$ cat src/rtl/ehg_pkg.sv
package ehg_pkg;

   typedef enum logic [1:0] {
      EHG_IDLE   = 2'd0,
      EHG_ARMED  = 2'd1,
      EHG_LOCKED = 2'd2,
      EHG_BUSY   = 2'd3
   } ehg_state_e;

endpackage

$ cat src/rtl/ehg_win_dec.sv
module ehg_win_dec #(
   parameter int          ADDR_W   = 16,
   parameter int unsigned ARR_BASE = 32'h0000_8000,
   parameter int unsigned ARR_SIZE = 32'h0000_8000
) (
   input  logic [ADDR_W-1:0] addr,
   output logic              hit
);

   localparam bit IS_POW2 = ((ARR_SIZE & (ARR_SIZE - 1)) == 0) &&
                            ((ARR_BASE % ARR_SIZE) == 0);
   localparam logic [ADDR_W-1:0] BASE_V = ADDR_W'(ARR_BASE);
   localparam logic [ADDR_W-1:0] LAST_V = ADDR_W'(ARR_BASE + ARR_SIZE - 1);
   localparam logic [ADDR_W-1:0] MASK_V = ~ADDR_W'(ARR_SIZE - 1);

   generate
      if (IS_POW2) begin : g_aligned
         // aligned power-of-two window: one masked equality
         assign hit = ((addr & MASK_V) == BASE_V);
      end else begin : g_range
         // arbitrary window: two magnitude comparators
         assign hit = (addr >= BASE_V) && (addr <= LAST_V);
      end
   endgenerate

endmodule

$ cat src/rtl/ehg_ctl_reg.sv
module ehg_ctl_reg #(
   parameter int NUM_BLK = 8,
   parameter int NUM_SB  = 2
) (
   input  logic               clk,
   input  logic               rst_n,
   input  logic               wr_en,
   input  logic [NUM_BLK-1:0] wr_prot,
   input  logic [NUM_SB-1:0]  wr_sbprot,
   input  logic [NUM_BLK-1:0] wr_sel,
   input  logic [NUM_SB-1:0]  wr_sbsel,
   input  logic               wr_pe,
   input  logic               wr_ses,
   input  logic               hv_set,
   input  logic               hv_clr,
   output logic [NUM_BLK-1:0] prot_q,
   output logic [NUM_SB-1:0]  sbprot_q,
   output logic [NUM_BLK-1:0] sel_q,
   output logic [NUM_SB-1:0]  sbsel_q,
   output logic               pe_q,
   output logic               ses_q,
   output logic               hv_q
);

   always_ff @(posedge clk or negedge rst_n) begin
      if (!rst_n) begin
         prot_q   <= '1;
         sbprot_q <= '1;
         sel_q    <= '0;
         sbsel_q  <= '0;
         pe_q     <= 1'b0;
         ses_q    <= 1'b0;
      end else if (wr_en) begin
         prot_q   <= wr_prot;
         sbprot_q <= wr_sbprot;
         sel_q    <= wr_sel;
         sbsel_q  <= wr_sbsel;
         pe_q     <= wr_pe;
         ses_q    <= wr_ses;
      end
   end

   // high-voltage bit is never stored from write data; only a grant sets it
   always_ff @(posedge clk or negedge rst_n) begin
      if (!rst_n)      hv_q <= 1'b0;
      else if (hv_set) hv_q <= 1'b1;
      else if (hv_clr) hv_q <= 1'b0;
   end

endmodule

$ cat src/rtl/ehg_seq_fsm.sv
module ehg_seq_fsm
   import ehg_pkg::*;
(
   input  logic       clk,
   input  logic       rst_n,
   input  logic       ctl_wr,
   input  logic       wr_pe,
   input  logic       wr_ses,
   input  logic       wr_hv,
   input  logic       arr_hit,
   input  logic       erase_done,
   output ehg_state_e state_q,
   output logic       grant,
   output logic       start_q,
   output logic       err_q
);

   ehg_state_e state_d;
   logic       err_d;

   always_comb begin
      state_d = state_q;
      err_d   = err_q;
      grant   = 1'b0;
      if (state_q == EHG_BUSY) begin
         if (erase_done) state_d = EHG_IDLE;
      end else if (ctl_wr) begin
         if (!(wr_pe && wr_ses)) begin
            state_d = EHG_IDLE;
            if (wr_hv) err_d = 1'b1;
         end else if (wr_hv && (state_q == EHG_LOCKED)) begin
            grant   = 1'b1;
            state_d = EHG_BUSY;
            err_d   = 1'b0;
         end else begin
            if (wr_hv) err_d = 1'b1;
            state_d = (state_q == EHG_LOCKED) ? EHG_LOCKED : EHG_ARMED;
         end
      end else if (arr_hit && (state_q == EHG_ARMED)) begin
         state_d = EHG_LOCKED;
      end
   end

   always_ff @(posedge clk or negedge rst_n) begin
      if (!rst_n) begin
         state_q <= EHG_IDLE;
         err_q   <= 1'b0;
         start_q <= 1'b0;
      end else begin
         state_q <= state_d;
         err_q   <= err_d;
         start_q <= grant;
      end
   end

endmodule

$ cat src/rtl/ehg_launch.sv
module ehg_launch #(
   parameter int NUM_BLK = 8,
   parameter int NUM_SB  = 2
) (
   input  logic               clk,
   input  logic               rst_n,
   input  logic               grant,
   input  logic [NUM_BLK-1:0] wr_prot,
   input  logic [NUM_SB-1:0]  wr_sbprot,
   input  logic [NUM_BLK-1:0] wr_sel,
   input  logic [NUM_SB-1:0]  wr_sbsel,
   input  logic [NUM_SB-1:0]  sb_en,
   input  logic               prot_en_in,
   input  logic               blk0_prot_en_in,
   output logic [NUM_BLK-1:0] blk_q,
   output logic [NUM_SB-1:0]  sb_q,
   output logic               prot_en_q,
   output logic               blk0_prot_en_q
);

   logic [NUM_BLK-1:0] blk_d;
   logic [NUM_SB-1:0]  sb_d;

   generate
      for (genvar i = 0; i < NUM_BLK; i++) begin : g_blk
         assign blk_d[i] = wr_sel[i] & ~wr_prot[i];
      end
      for (genvar j = 0; j < NUM_SB; j++) begin : g_sb
         assign sb_d[j] = wr_sbsel[j] & ~wr_sbprot[j] & sb_en[j];
      end
   endgenerate

   always_ff @(posedge clk or negedge rst_n) begin
      if (!rst_n) begin
         blk_q          <= '0;
         sb_q           <= '0;
         prot_en_q      <= 1'b0;
         blk0_prot_en_q <= 1'b0;
      end else if (grant) begin
         blk_q          <= blk_d;
         sb_q           <= sb_d;
         prot_en_q      <= prot_en_in;
         blk0_prot_en_q <= blk0_prot_en_in;
      end
   end

endmodule

$ cat src/rtl/erase_hv_gate.sv
module erase_hv_gate
   import ehg_pkg::*;
#(
   parameter int          NUM_BLK  = 8,
   parameter int          NUM_SB   = 2,
   parameter int          ADDR_W   = 16,
   parameter int unsigned ARR_BASE = 32'h0000_8000,
   parameter int unsigned ARR_SIZE = 32'h0000_8000
) (
   input  logic               clk,
   input  logic               rst_n,
   input  logic               ctl_wr,
   input  logic [NUM_BLK-1:0] wr_prot,
   input  logic [NUM_SB-1:0]  wr_sbprot,
   input  logic [NUM_BLK-1:0] wr_sel,
   input  logic [NUM_SB-1:0]  wr_sbsel,
   input  logic               wr_pe,
   input  logic               wr_ses,
   input  logic               wr_hv,
   input  logic               arr_wr,
   input  logic [ADDR_W-1:0]  arr_addr,
   input  logic [NUM_SB-1:0]  sb_en,
   input  logic               prot_en_in,
   input  logic               blk0_prot_en_in,
   input  logic               erase_done,
   output logic [NUM_BLK-1:0] rd_prot,
   output logic [NUM_SB-1:0]  rd_sbprot,
   output logic [NUM_BLK-1:0] rd_sel,
   output logic [NUM_SB-1:0]  rd_sbsel,
   output logic               rd_pe,
   output logic               rd_ses,
   output logic               rd_hv,
   output logic               busy,
   output logic               seq_err,
   output logic               hv_start,
   output logic [NUM_BLK-1:0] erase_blk,
   output logic [NUM_SB-1:0]  erase_sb,
   output logic               prot_en_lat,
   output logic               blk0_prot_en_lat
);

   generate
      if (NUM_BLK < 1 || NUM_BLK > 64) begin : g_bad_blk
         $error("erase_hv_gate: NUM_BLK out of range");
      end
      if (NUM_SB < 1 || NUM_SB > 16) begin : g_bad_sb
         $error("erase_hv_gate: NUM_SB out of range");
      end
      if (ADDR_W < 2 || ADDR_W > 32) begin : g_bad_aw
         $error("erase_hv_gate: ADDR_W out of range");
      end
      if (ARR_SIZE == 0 ||
          (longint'(ARR_BASE) + longint'(ARR_SIZE)) > (longint'(1) << ADDR_W)) begin : g_bad_win
         $error("erase_hv_gate: array window does not fit the address space");
      end
   endgenerate

   ehg_state_e state;
   logic       win_hit;
   logic       grant;

   ehg_win_dec #(
      .ADDR_W  (ADDR_W),
      .ARR_BASE(ARR_BASE),
      .ARR_SIZE(ARR_SIZE)
   ) u_win (
      .addr(arr_addr),
      .hit (win_hit)
   );

   ehg_seq_fsm u_fsm (
      .clk       (clk),
      .rst_n     (rst_n),
      .ctl_wr    (ctl_wr),
      .wr_pe     (wr_pe),
      .wr_ses    (wr_ses),
      .wr_hv     (wr_hv),
      .arr_hit   (arr_wr & win_hit),
      .erase_done(erase_done),
      .state_q   (state),
      .grant     (grant),
      .start_q   (hv_start),
      .err_q     (seq_err)
   );

   assign busy = (state == EHG_BUSY);

   ehg_ctl_reg #(
      .NUM_BLK(NUM_BLK),
      .NUM_SB (NUM_SB)
   ) u_reg (
      .clk      (clk),
      .rst_n    (rst_n),
      .wr_en    (ctl_wr & ~busy),
      .wr_prot  (wr_prot),
      .wr_sbprot(wr_sbprot),
      .wr_sel   (wr_sel),
      .wr_sbsel (wr_sbsel),
      .wr_pe    (wr_pe),
      .wr_ses   (wr_ses),
      .hv_set   (grant),
      .hv_clr   (busy & erase_done),
      .prot_q   (rd_prot),
      .sbprot_q (rd_sbprot),
      .sel_q    (rd_sel),
      .sbsel_q  (rd_sbsel),
      .pe_q     (rd_pe),
      .ses_q    (rd_ses),
      .hv_q     (rd_hv)
   );

   ehg_launch #(
      .NUM_BLK(NUM_BLK),
      .NUM_SB (NUM_SB)
   ) u_launch (
      .clk            (clk),
      .rst_n          (rst_n),
      .grant          (grant),
      .wr_prot        (wr_prot),
      .wr_sbprot      (wr_sbprot),
      .wr_sel         (wr_sel),
      .wr_sbsel       (wr_sbsel),
      .sb_en          (sb_en),
      .prot_en_in     (prot_en_in),
      .blk0_prot_en_in(blk0_prot_en_in),
      .blk_q          (erase_blk),
      .sb_q           (erase_sb),
      .prot_en_q      (prot_en_lat),
      .blk0_prot_en_q (blk0_prot_en_lat)
   );

endmodule

$ cat config.mk
export PLATFORM = sky130hd
export DESIGN_NAME = erase_hv_gate
export DESIGN_NICKNAME = d
export VERILOG_FILES = /design/src/rtl/ehg_pkg.sv /design/src/rtl/ehg_win_dec.sv /design/src/rtl/ehg_ctl_reg.sv /design/src/rtl/ehg_seq_fsm.sv /design/src/rtl/ehg_launch.sv /design/src/rtl/erase_hv_gate.sv
export SDC_FILE = /design/constraint.sdc
export NUM_CORES = 1
export LEC_CHECK = 0
export BUFFER_PORTS_ARGS = -buffer_cell sky130_fd_sc_hd__buf_2
export CORE_UTILIZATION = 44
export DETAILED_ROUTE_END_ITERATION = 8
export MAX_ROUTING_LAYER = met4
export PLACE_DENSITY = 0.77
export SLEW_MARGIN = 40
export SYNTH_ARGS = -nofsm -noshare
export SYNTH_HDL_FRONTEND = slang
export SYNTH_SLANG_ARGS = --single-unit
export TNS_END_PERCENT = 10
$ cat constraint.sdc
create_clock -name clk -period 2 [get_ports clk]
set_input_delay 0.5 -clock clk [delete_from_list [all_inputs] [get_ports clk]]
set_output_delay 0.5 -clock clk [all_outputs]
set_load 0.01 [all_outputs]
# == Word level (Yosys, flattened, before mapping) ==
# Cells that the tools add are included.
# classes
reduce_logical,7
n_bitwise,26
n_eq_ne,4
muxes,16
# ops
cell,n
AND 1 bit,15
two-way mux 2 bit,7
inverter 1 bit,11
two-way mux 1 bit,9
"== test 2 bit, second input constant",2
AND reduction 2 bit,2
logical AND 1 bit,3
nonzero test 3 bit,1
"== test 2 x 1 -> 1 bit, second input constant",1
"!= test 2 bit, second input constant",1
nonzero test 2 bit,1
# totals
elab_cells,67
out_inout_bits,38
in_bits,48
reg_bits,39

# == Logic depth before layout (Yosys ltp) ==
# Gate-level depths: netlist of run 1.
# depth
word_depth,7
depth_mapped,5
depth_no_buf,3

# == By module ==
# From an unflattened synthesis of run 1, not the netlist that was laid out.
# unflattened
cells_unflattened,120
area_unflattened_um2,1610.3
# by_module_without_submodules
module,area_each_um2,n_inst,cells_each,seq_area_each_um2
ehg_ctl_reg,869.6,1,49,588.1
ehg_launch,501.7,1,46,300.3
ehg_seq_fsm,203.9,1,20,100.1
erase_hv_gate,27.5,1,4,0.0
ehg_win_dec,7.5,1,1,0.0

# == Worst setup path after synthesis of run 1 ==
# OpenSTA, ideal clock, no wires.
# synth_path
path_type,input-to-reg
from,input ctl_wr
to,register u_launch.blk0_prot_en_q
arrival_ns,1.386
required_time_ns,1.875
path_stages,5
setup_slack_ns,0.489
setup_time_ns,0.125
n_path_buf,2
cell_sequence,and3_1 > and3_1 > buf_4 > buf_6 > mux2_4
# synth_via
elab_chain_cells,2
# synth_rtl
element,line,source
start: declaration,erase_hv_gate.sv:12,"input logic ctl_wr,"
two-way mux 1 bit,ehg_seq_fsm.sv:27,end else if (ctl_wr) begin
two-way mux 1 bit,ehg_seq_fsm.sv:25,if (state_q == EHG_BUSY) begin
net grant,erase_hv_gate.sv:60,logic grant;
end signal: assignment,ehg_launch.sv:43,blk0_prot_en_q <= blk0_prot_en_in;
end: declaration,ehg_launch.sv:18,output logic blk0_prot_en_q
# The timed path passes the listed nets, and every way through them passes these cells.
# A chain may end at the register's enable or synchronous reset.

# == Worst setup path after layout of run 1 ==
# layout_path
from,register u_fsm.state_q[0]
to,output busy
# layout_via
elab_chain_cells,1
# layout_rtl
element,line,source
start: declaration,ehg_seq_fsm.sv:12,"output ehg_state_e state_q,"
start signal: assignment,ehg_seq_fsm.sv:50,state_q <= state_d;
== test 2 bit,erase_hv_gate.sv:86,assign busy = (state == EHG_BUSY);
end: declaration,erase_hv_gate.sv:33,"output logic busy,"
# Every way passes these cells.

==> summary.md, run 1 <==
| Metric | Value |
|---|---|
| Largest net degree at the start of global routing | 40 |
| Routed wire length | 3030 um |
| Status | complete, no violations |
| Syn Inst Count | approximately 110 |
| Latest clock arrival within the worst-skew pair | between 300 and 400 ps |
| CP required | 1500 ps |
| Tot Pwr | 0.00175 W |
| Cells after DPL | 225 |
| Final Critical Period | roughly 1600 ps |
| Io pins | 86 |
| DP HPWL | about 2300 um |
| P&R area growth vs syn | 31.6% |
| Drt pass-1 iters | 4 |
| Syn Nets | ~160 |
| Fin. max-slew vios | 0 |
| Antenna violations before repair | 0 |
| Clock Skews | ~9.7 ps |
| Peak supply drop | slightly above 0.0005 V |
| Sequential-to-total area share from yosys stat | 61.3% |
| Setup CP Type | reg -> out |
| Share of layout cells above drive strength 1 | roughly 67% |
| Post-route ant nets | 0 |
| Syn Std Cell Area | 1610 um^2 |
| Setup Buffers After CTS | 0 |
| Synth Area in Compound Gates | 3.72% |
| RSZ-0062 raised after global routing | false |
| Fmax | 620 MHz |
| CP max FO | 7 |
| CTS Buf Count | 5 |
| H-tree levels | 2 |
| Crit-path max cell delay | 460 ps |
| Root Driver | clkbuf_4 |
| CP Capture Type | output port |
| P_sw | 0.000378 W |
| Fin crit share | around 81% |
| Sequential power share | 50.9% |
| CP startpoint | u_fsm.state_q[0] |
| Final hold viol count | 0 |
| Worst r2r src | u_fsm.state_q[0] |
| Hold Crit Class | in -> async |
| Die Width | between 60 and 70 um |
| # diodes | 0 |
| Fraction of synthesized cell area in xor and xnor cells | 0% |
| CP top delay family | flip-flops |
| Area after DPL | 2020 um^2 |
| Reg2Reg Depth | 4 |
| Vias | 1135 |
| Fill cells | 283 |
| Synth Area in Simple Gates | 6.83% |
| Crit path launch type | register |
| Post-CTS sizing | 0 |
| Synth Area in Adders | 0% |
| DIE HEIGHT | approximately 63 um |
| Yosys warns | 0 |
| Yosys cell types | 19 |
| 1st-iter DRT viols | 84 |
| Placer Congestion | 0.807 |
| CP Cell Sequence | and2_1 > buf_2 |
| CTS sink count | 39 |
| Final setup fails | 0 |
| Core area | roughly 3400 um^2 |
| Gate power share | 13.0% |
| First-pass GRT wire length | between 5000 and 6000 um |
| Mux contribution to synthesized area | 25.4% |
| Starting Density | 47.2% |
| Maximum clock path buffer count | 2 |
| Slowest CP cell | dfrtp_1 |
| Routed WL per cell | 13.0 um |
| Vias per cell | 4.87 |
| R2r endpoint | u_launch.sb_q[0] |
| Sw Share | 21.6% |
| Reg-to-reg slack, setup | 490 ps |
| Post-route cell area | around 2100 um^2 |
| Reg clk slew, reported paths | 110 ps |
| Leak | 1.08 nW |
| Row cnt | 21 |
| CTS tree | built |
| Non-Filler Instances | roughly 230 |
| PortBufs | 70 |
| Total grt overflow | 0 |
| Worst-Margin Slew | 462 ps |
| Layout Nets | 234 |
| Vias in the first global route | roughly 1100 |
| Clock share of power | 36.2% |
| Total Neg Setup Slack | 0 ps |
| Internal Dissipation | 0.00137 W |
| Drt drc | 0 |
| PD cells | 824 nW/um^2 |
| Synthesized area per cell | 14.8 um^2 |
| Largest family of logic cells by synthesized area | multiplexers |
| Die footprint | 3910 um^2 |
| Hold-fix buffers, CTS | 0 |
| GRT Resource Usage Total | 18.2% |
| FF+latch count, synth | 39 |
| CP arrival | 1110 ps |
| Worst Path Buf+Inv | 1 |
| Rel. slew slack | 69.2% |
| Max Cap Viol | 0 |
## worst max-delay path by stage
stage / to / slack, ps / depth (start not counted)
final: busy / 390 / 2
after global routing: busy / 300 / 2
after CTS: busy / 360 / 2
after detailed placement: u_launch.sb_q[0] / 310 / 5
after global placement: u_launch.sb_q[0] / 350 / 5
after floorplan: u_launch.blk0_prot_en_q / 490 / 5
## area by class of cell
cell class	count	area (um^2)	area share, %
clock buffer	6	41.3	1.95
multi-input combinational	63	583	27.5
timing repair buffer	74	380	17.9
tap	46	57.6	2.71
clock inverter	2	60.1	2.83
sequential	39	988	46.6
inverter	3	11.3	0.531
## power by group through the flow
| stage | registers, W | logic (W) | clock network (W) |
|---|---|---|---|
| CTS | 0.000890 | 0.000231 | 0.000650 |
| floorplan | 0.000930 | 0.0000816 | 0 |
| global route | 0.000898 | 0.000250 | 0.000688 |
| finish | 0.000889 | 0.000226 | 0.000632 |
| detailed placement | 0.000904 | 0.000230 | 0 |
| global placement | 0.000900 | 0.000224 | 0 |
## cell usage after synthesis
library cell | number | area, um^2
a2111oi_0 | 1 | 8.76
buf_4 | 3 | 22.5
and2_1 | 1 | 6.26
a31oi_1 | 1 | 6.26
and3_1 | 3 | 18.8
nor2_1 | 3 | 11.3
o21bai_1 | 1 | 7.51
mux2_4 | 7 | 105
inv_1 | 3 | 11.3
buf_6 | 1 | 11.3
a211oi_1 | 2 | 15.0
o21ai_0 | 2 | 10.0
dfrtp_1 | 29 | 726
nor2b_1 | 10 | 62.6
mux2_2 | 27 | 304
a21boi_1 | 1 | 7.51
dfstp_2 | 10 | 263
a21oi_1 | 1 | 5.00
nand2_1 | 3 | 11.3
## sequential cells by signal, indices dropped and copies added (netlist names), 2 cells and up, named ones only
name,flops
u_fsm.state_q,2
u_launch.blk_q,8
u_launch.sb_q,2
u_reg.prot_q,8
u_reg.sbprot_q,2
u_reg.sbsel_q,2
u_reg.sel_q,8
## metal layers
layer	vias up	wire, um	track usage, %	share of wire, %
met4	0	46	6.10	1.5
li1	532	-	-	-
met1	543	1260	21.5	41
met3	7	241	7.48	7.9
met2	53	1490	28.0	49
met5	-	0	-	0
## logic make-up (layout without fill, tap and decap cells)
group | after synthesis | after routing
and+or+nand+nor | 20 | 20
buffers and inverters | 7 | 85
muxes | 34 | 34
AOI/OAI and AO/OA | 9 | 9
DFF | 39 | 39
## placed cells by master, fill, tap and decap left out
cell | Yosys | final
a2111oi_0 | 1 | 1
a211oi_1 | 2 | 2
a21boi_2 | 0 | 1
a21oi_1 | 1 | 1
a31oi_1 | 1 | 1
and2_1 | 1 | 1
and3_1 | 3 | 3
buf_2 | 0 | 70
buf_4 | 3 | 4
bufinv_16 | 0 | 2
clkbuf_1 | 0 | 1
clkbuf_4 | 0 | 5
dfrtp_1 | 29 | 29
dfstp_2 | 10 | 10
inv_1 | 3 | 3
mux2_2 | 27 | 27
mux2_4 | 7 | 7
nand2_1 | 3 | 3
nor2_1 | 3 | 3
nor2b_1 | 10 | 10
o21ai_0 | 2 | 2
o21bai_1 | 1 | 1
## through the flow
step | hold slack [ps] | setup slack [ps] | utilization [%]
6_report | 189 | 388 | 62.1
5_1_grt | 203 | 303 | 62.1
4_1_cts | 187 | 365 | 62.1
3_5_place_dp | 490 | 305 | 59.2
3_3_place_gp | 476 | 348 | 59.2
2_1_floorplan | 204 | 489 | -
(Power assumes the default switching activity.)
==> run 2, diff against run 1 <==
- ABC_AREA: default -> 1
- CORE_UTILIZATION: 44 -> 45
- clock period: 2 -> 1.65 ns (I/O delays scaled with it)
==> run 2 against run 1 <==
  * Wire length rose by 21%
  * Clock skew fell by 4.3 ps
  * Final cell count rose by 36%
  * Clock power fell by 3%
  * First-iteration DRC count fell by 9.5%
  * Critical path depth rose by 1
  * Area after synthesis rose by 5.1%
  * Sequential cell count did not move
  * Via count rose by 33%
  * Synthesized cell count rose by 81%
  * Global-route usage rose by 2.5 points
  * Critical path type unchanged
  * Highest routed layer unchanged
==> summary.md, run 2 <==
| Metric | Value |
|---|---|
| Vias in the first global route | 1396 (+22%) |
| Yosys top cell area share | 42.8% (-2.2 points) |
| Sw Share | 31.8% (+10 points) |
| Yosys warns | 0 (unchanged) |
| Syn Std Cell Area | 1700 um^2 (+5.1%) |
| CTS tree | built |
| Die Width | 63.4 um (+1.3%) |
| Number of synthesized flops with an enable pin | 0 (unchanged) |
| Core area | 3470 um^2 (+1.5%) |
| Syn Nets | 245 (+56%) |
| DP HPWL | 2660 um (+15%) |
| Met3 Resource Use GR | 4.35% (-3.1 points) |
| P_sw | 0.000811 W (+110%) |
| Largest cells by area after synthesis | dfrtp_1, dfstp_2, nand2_1, nand3_1, inv_1 |
| Fin. max-slew vios | 0 (unchanged) |
| First-pass GRT wire length | 6130 um (+16%) |
| Internal Dissipation | 0.00174 W (+27%) |
| Crit path launch type | register |
| Fin crit share | around 89% |
| Post-synth top area cell | dfrtp_1 |
| Hold Crit Class | in -> async |
| Total grt overflow | 0 (unchanged) |
| Starting Density | 48.9% (+1.7 points) |
| Largest regs | u_launch.blk_q (8), u_reg.prot_q (8), u_reg.sel_q (8) |
| Latest clock arrival within the worst-skew pair | 290 ps (-50 ps) |
| Post-synth top cells | nand2_1, dfrtp_1, nand3_1 |
| CP required | 1240 ps (-260 ps) |
| Peak supply drop | 0.000556 V (+9.3%) |
| Grt met2 use | 29.9% (+1.9 points) |
| Die footprint | 4020 um^2 (+2.7%) |
| Final setup fails | 0 (unchanged) |
| Final hold viol count | 0 (unchanged) |
| Most Crowded Layer GR | met2 |
| 1st-iter DRT viols | 76 (-9.5%) |
| Worst-Margin Slew | 477 ps (+14.9 ps) |
| Routed WL per cell | 11.6 um (-11%) |
| Max Cap Viol | 0 (unchanged) |
| Routed wire length | 3670 um (+21%) |
| CP max FO | 6 (-1) |
| Synthesized area per cell | 8.61 um^2 (-42%) |
| CP Capture Type | output port |
| Reg2Reg Depth | 5 (+1) |
| Worst setup margin | 187 ps (-201 ps) |
| Pre-CTS setup slack | 308 ps (+2.38 ps) |
| FF+latch count, synth | 39 (unchanged) |
| Most common cell after layout, fill and taps aside | buf_2 |
| PortBufs | 70 (unchanged) |
| Vias | 1512 (+33%) |
| RSZ-0062 raised after global routing | false |
| Final Critical Period | 1460 ps |
| Ys flop type | dfrtp_1 |
| Most common cell in the netlist | nand2_1 |
| Gate power share | 25.3% (+12 points) |
| Leak | 1.27 nW (+18%) |
| Sequential-to-total area share from yosys stat | 58.3% (-3.0 points) |
| CTS Buf Count | 5 (unchanged) |
| Largest net degree at the start of global routing | 40 (unchanged) |
| Vias per cell | 4.78 (-1.8%) |
| Drt pass-1 iters | 4 (unchanged) |
| GRT Resource Usage Total | 20.6% (+2.5 points) |
| Reg clk slew, reported paths | 70 ps (-40 ps) |
| Met1 usage | 26.2% (+4.6 points) |
| Layout Nets | 317 (+35%) |
| Clock Skews | 5.41 ps (-4.25 ps) |
| Syn Inst Count | 197 (+81%) |
| Maximum clock path buffer count | 2 (unchanged) |
| Io pins | 86 (unchanged) |
| H-tree levels | 2 (unchanged) |
| Clock share of power | 24.2% (-12 points) |
| Setup Buffers After CTS | 0 (unchanged) |
| Post-CTS sizing | 0 (unchanged) |
| Fill cells | 349 (+23%) |
| Antenna violations before repair | 0 (unchanged) |
| Sequential power share | 50.6% (-0.3 points) |
| PD cells | 1180 nW/um^2 (+43%) |
| Fmax | 683 MHz |
| Drt drc | 0 (unchanged) |
| Post-route ant nets | 0 (unchanged) |
| CP arrival | 1050 ps (-60 ps) |
| Share of layout cells above drive strength 1 | 35.9% (-31 points) |
| Yosys cell types | 20 (+1) |
| # diodes | 0 (unchanged) |
| Root Driver | clkbuf_8 |
| Rel. slew slack | 68.2% (-0.99 points) |
| Row cnt | 21 (unchanged) |
| Status | complete, no violations |
| Hold-fix buffers, CTS | 0 (unchanged) |
| Total Neg Setup Slack | 0 ps (unchanged) |
| Placer Congestion | 0.803 (-0.51%) |
| Setup CP Type | reg -> out |
| Ys async rst share | 100% (unchanged) |
| P&R area growth vs syn | 27.2% |
| DIE HEIGHT | 63.4 um (+1.3%) |
| CTS sink count | 39 (unchanged) |
| Commonest non-fill, non-tap cells in the layout | buf_2, nand2_1, dfrtp_1, nand3_1, inv_1 |
[run 2: cells by family after synthesis]
logic type	count (synthesis)	synth area share, %
AOI/OAI and AO/OA	13	3.99
buffers and inverters	28	7.82
DFF	39	58.3
and+or+nand+nor	117	29.9
[run 2: cell type report]
cell class              instances  area, um^2  area share, %
inverters                      19        71.3           3.31
well taps                      46        57.6           2.67
multi-input cells             130         574           26.6
clock buffers                   6        72.6           3.36
flip-flops and latches         39         988           45.8
clock inverters                 2        12.5          0.580
repair buffers                 74         380           17.6
[run 2: worst paths after layout]
| kind | start | endpoint | slack, ps |
|---|---|---|---|
| setup / recovery | u_fsm.state_q[1] | busy | 190 |
| hold / removal | rst_n | u_fsm.start_q | 160 |
| setup reg to reg | u_fsm.state_q[1] | u_fsm.state_q[1] | 420 |
| hold reg to reg | u_reg.prot_q[2] | u_reg.prot_q[2] | 460 |
| max in group asynchronous | rst_n | u_reg.prot_q[2] | 1130 |
| min in group clk | wr_prot[3] | u_reg.prot_q[3] | 350 |
[run 2: critical path, stage by stage, from the launching register on]
cell,delay (ps)
dfrtp_1,450
nand2_2,140
inv_1,40
buf_2,130
[run 2: layer usage]
layer  wire length (um)  up-vias  part of all wire (%)
li1                   -      754                     -
met1               1720      697                    47
met2               1640       51                    45
met3                207       10                   5.6
met4                 97        0                   2.6
met5                  0        -                     0
[run 2: stage by stage]
| step | instance area, um^2 | util, % | hold WS [ps] | cells | power, W |
|---|---|---|---|---|---|
| CTS | 2160 | 62.2 | 182 | 316 | 0.00258 |
| finish | 2160 | 62.2 | 162 | 316 | 0.00255 |
| floorplan | 1700 | - | 117 | 197 | 0.00166 |
| global route | 2160 | 62.2 | 205 | 316 | 0.00272 |
| global placement | 2070 | 59.7 | 450 | 308 | 0.00194 |
| detailed placement | 2070 | 59.7 | 453 | 308 | 0.00196 |
[run 2: power by group through the flow]
| stage | Clock (W) | Combinational [W] | Sequential [W] |
|---|---|---|---|
| floorplan | 0 | 0.000268 | 0.00139 |
| global placement | 0 | 0.000639 | 0.00130 |
| detailed placement | 0 | 0.000655 | 0.00130 |
| CTS | 0.000635 | 0.000655 | 0.00129 |
| global route | 0.000679 | 0.000729 | 0.00131 |
| finish | 0.000616 | 0.000644 | 0.00129 |
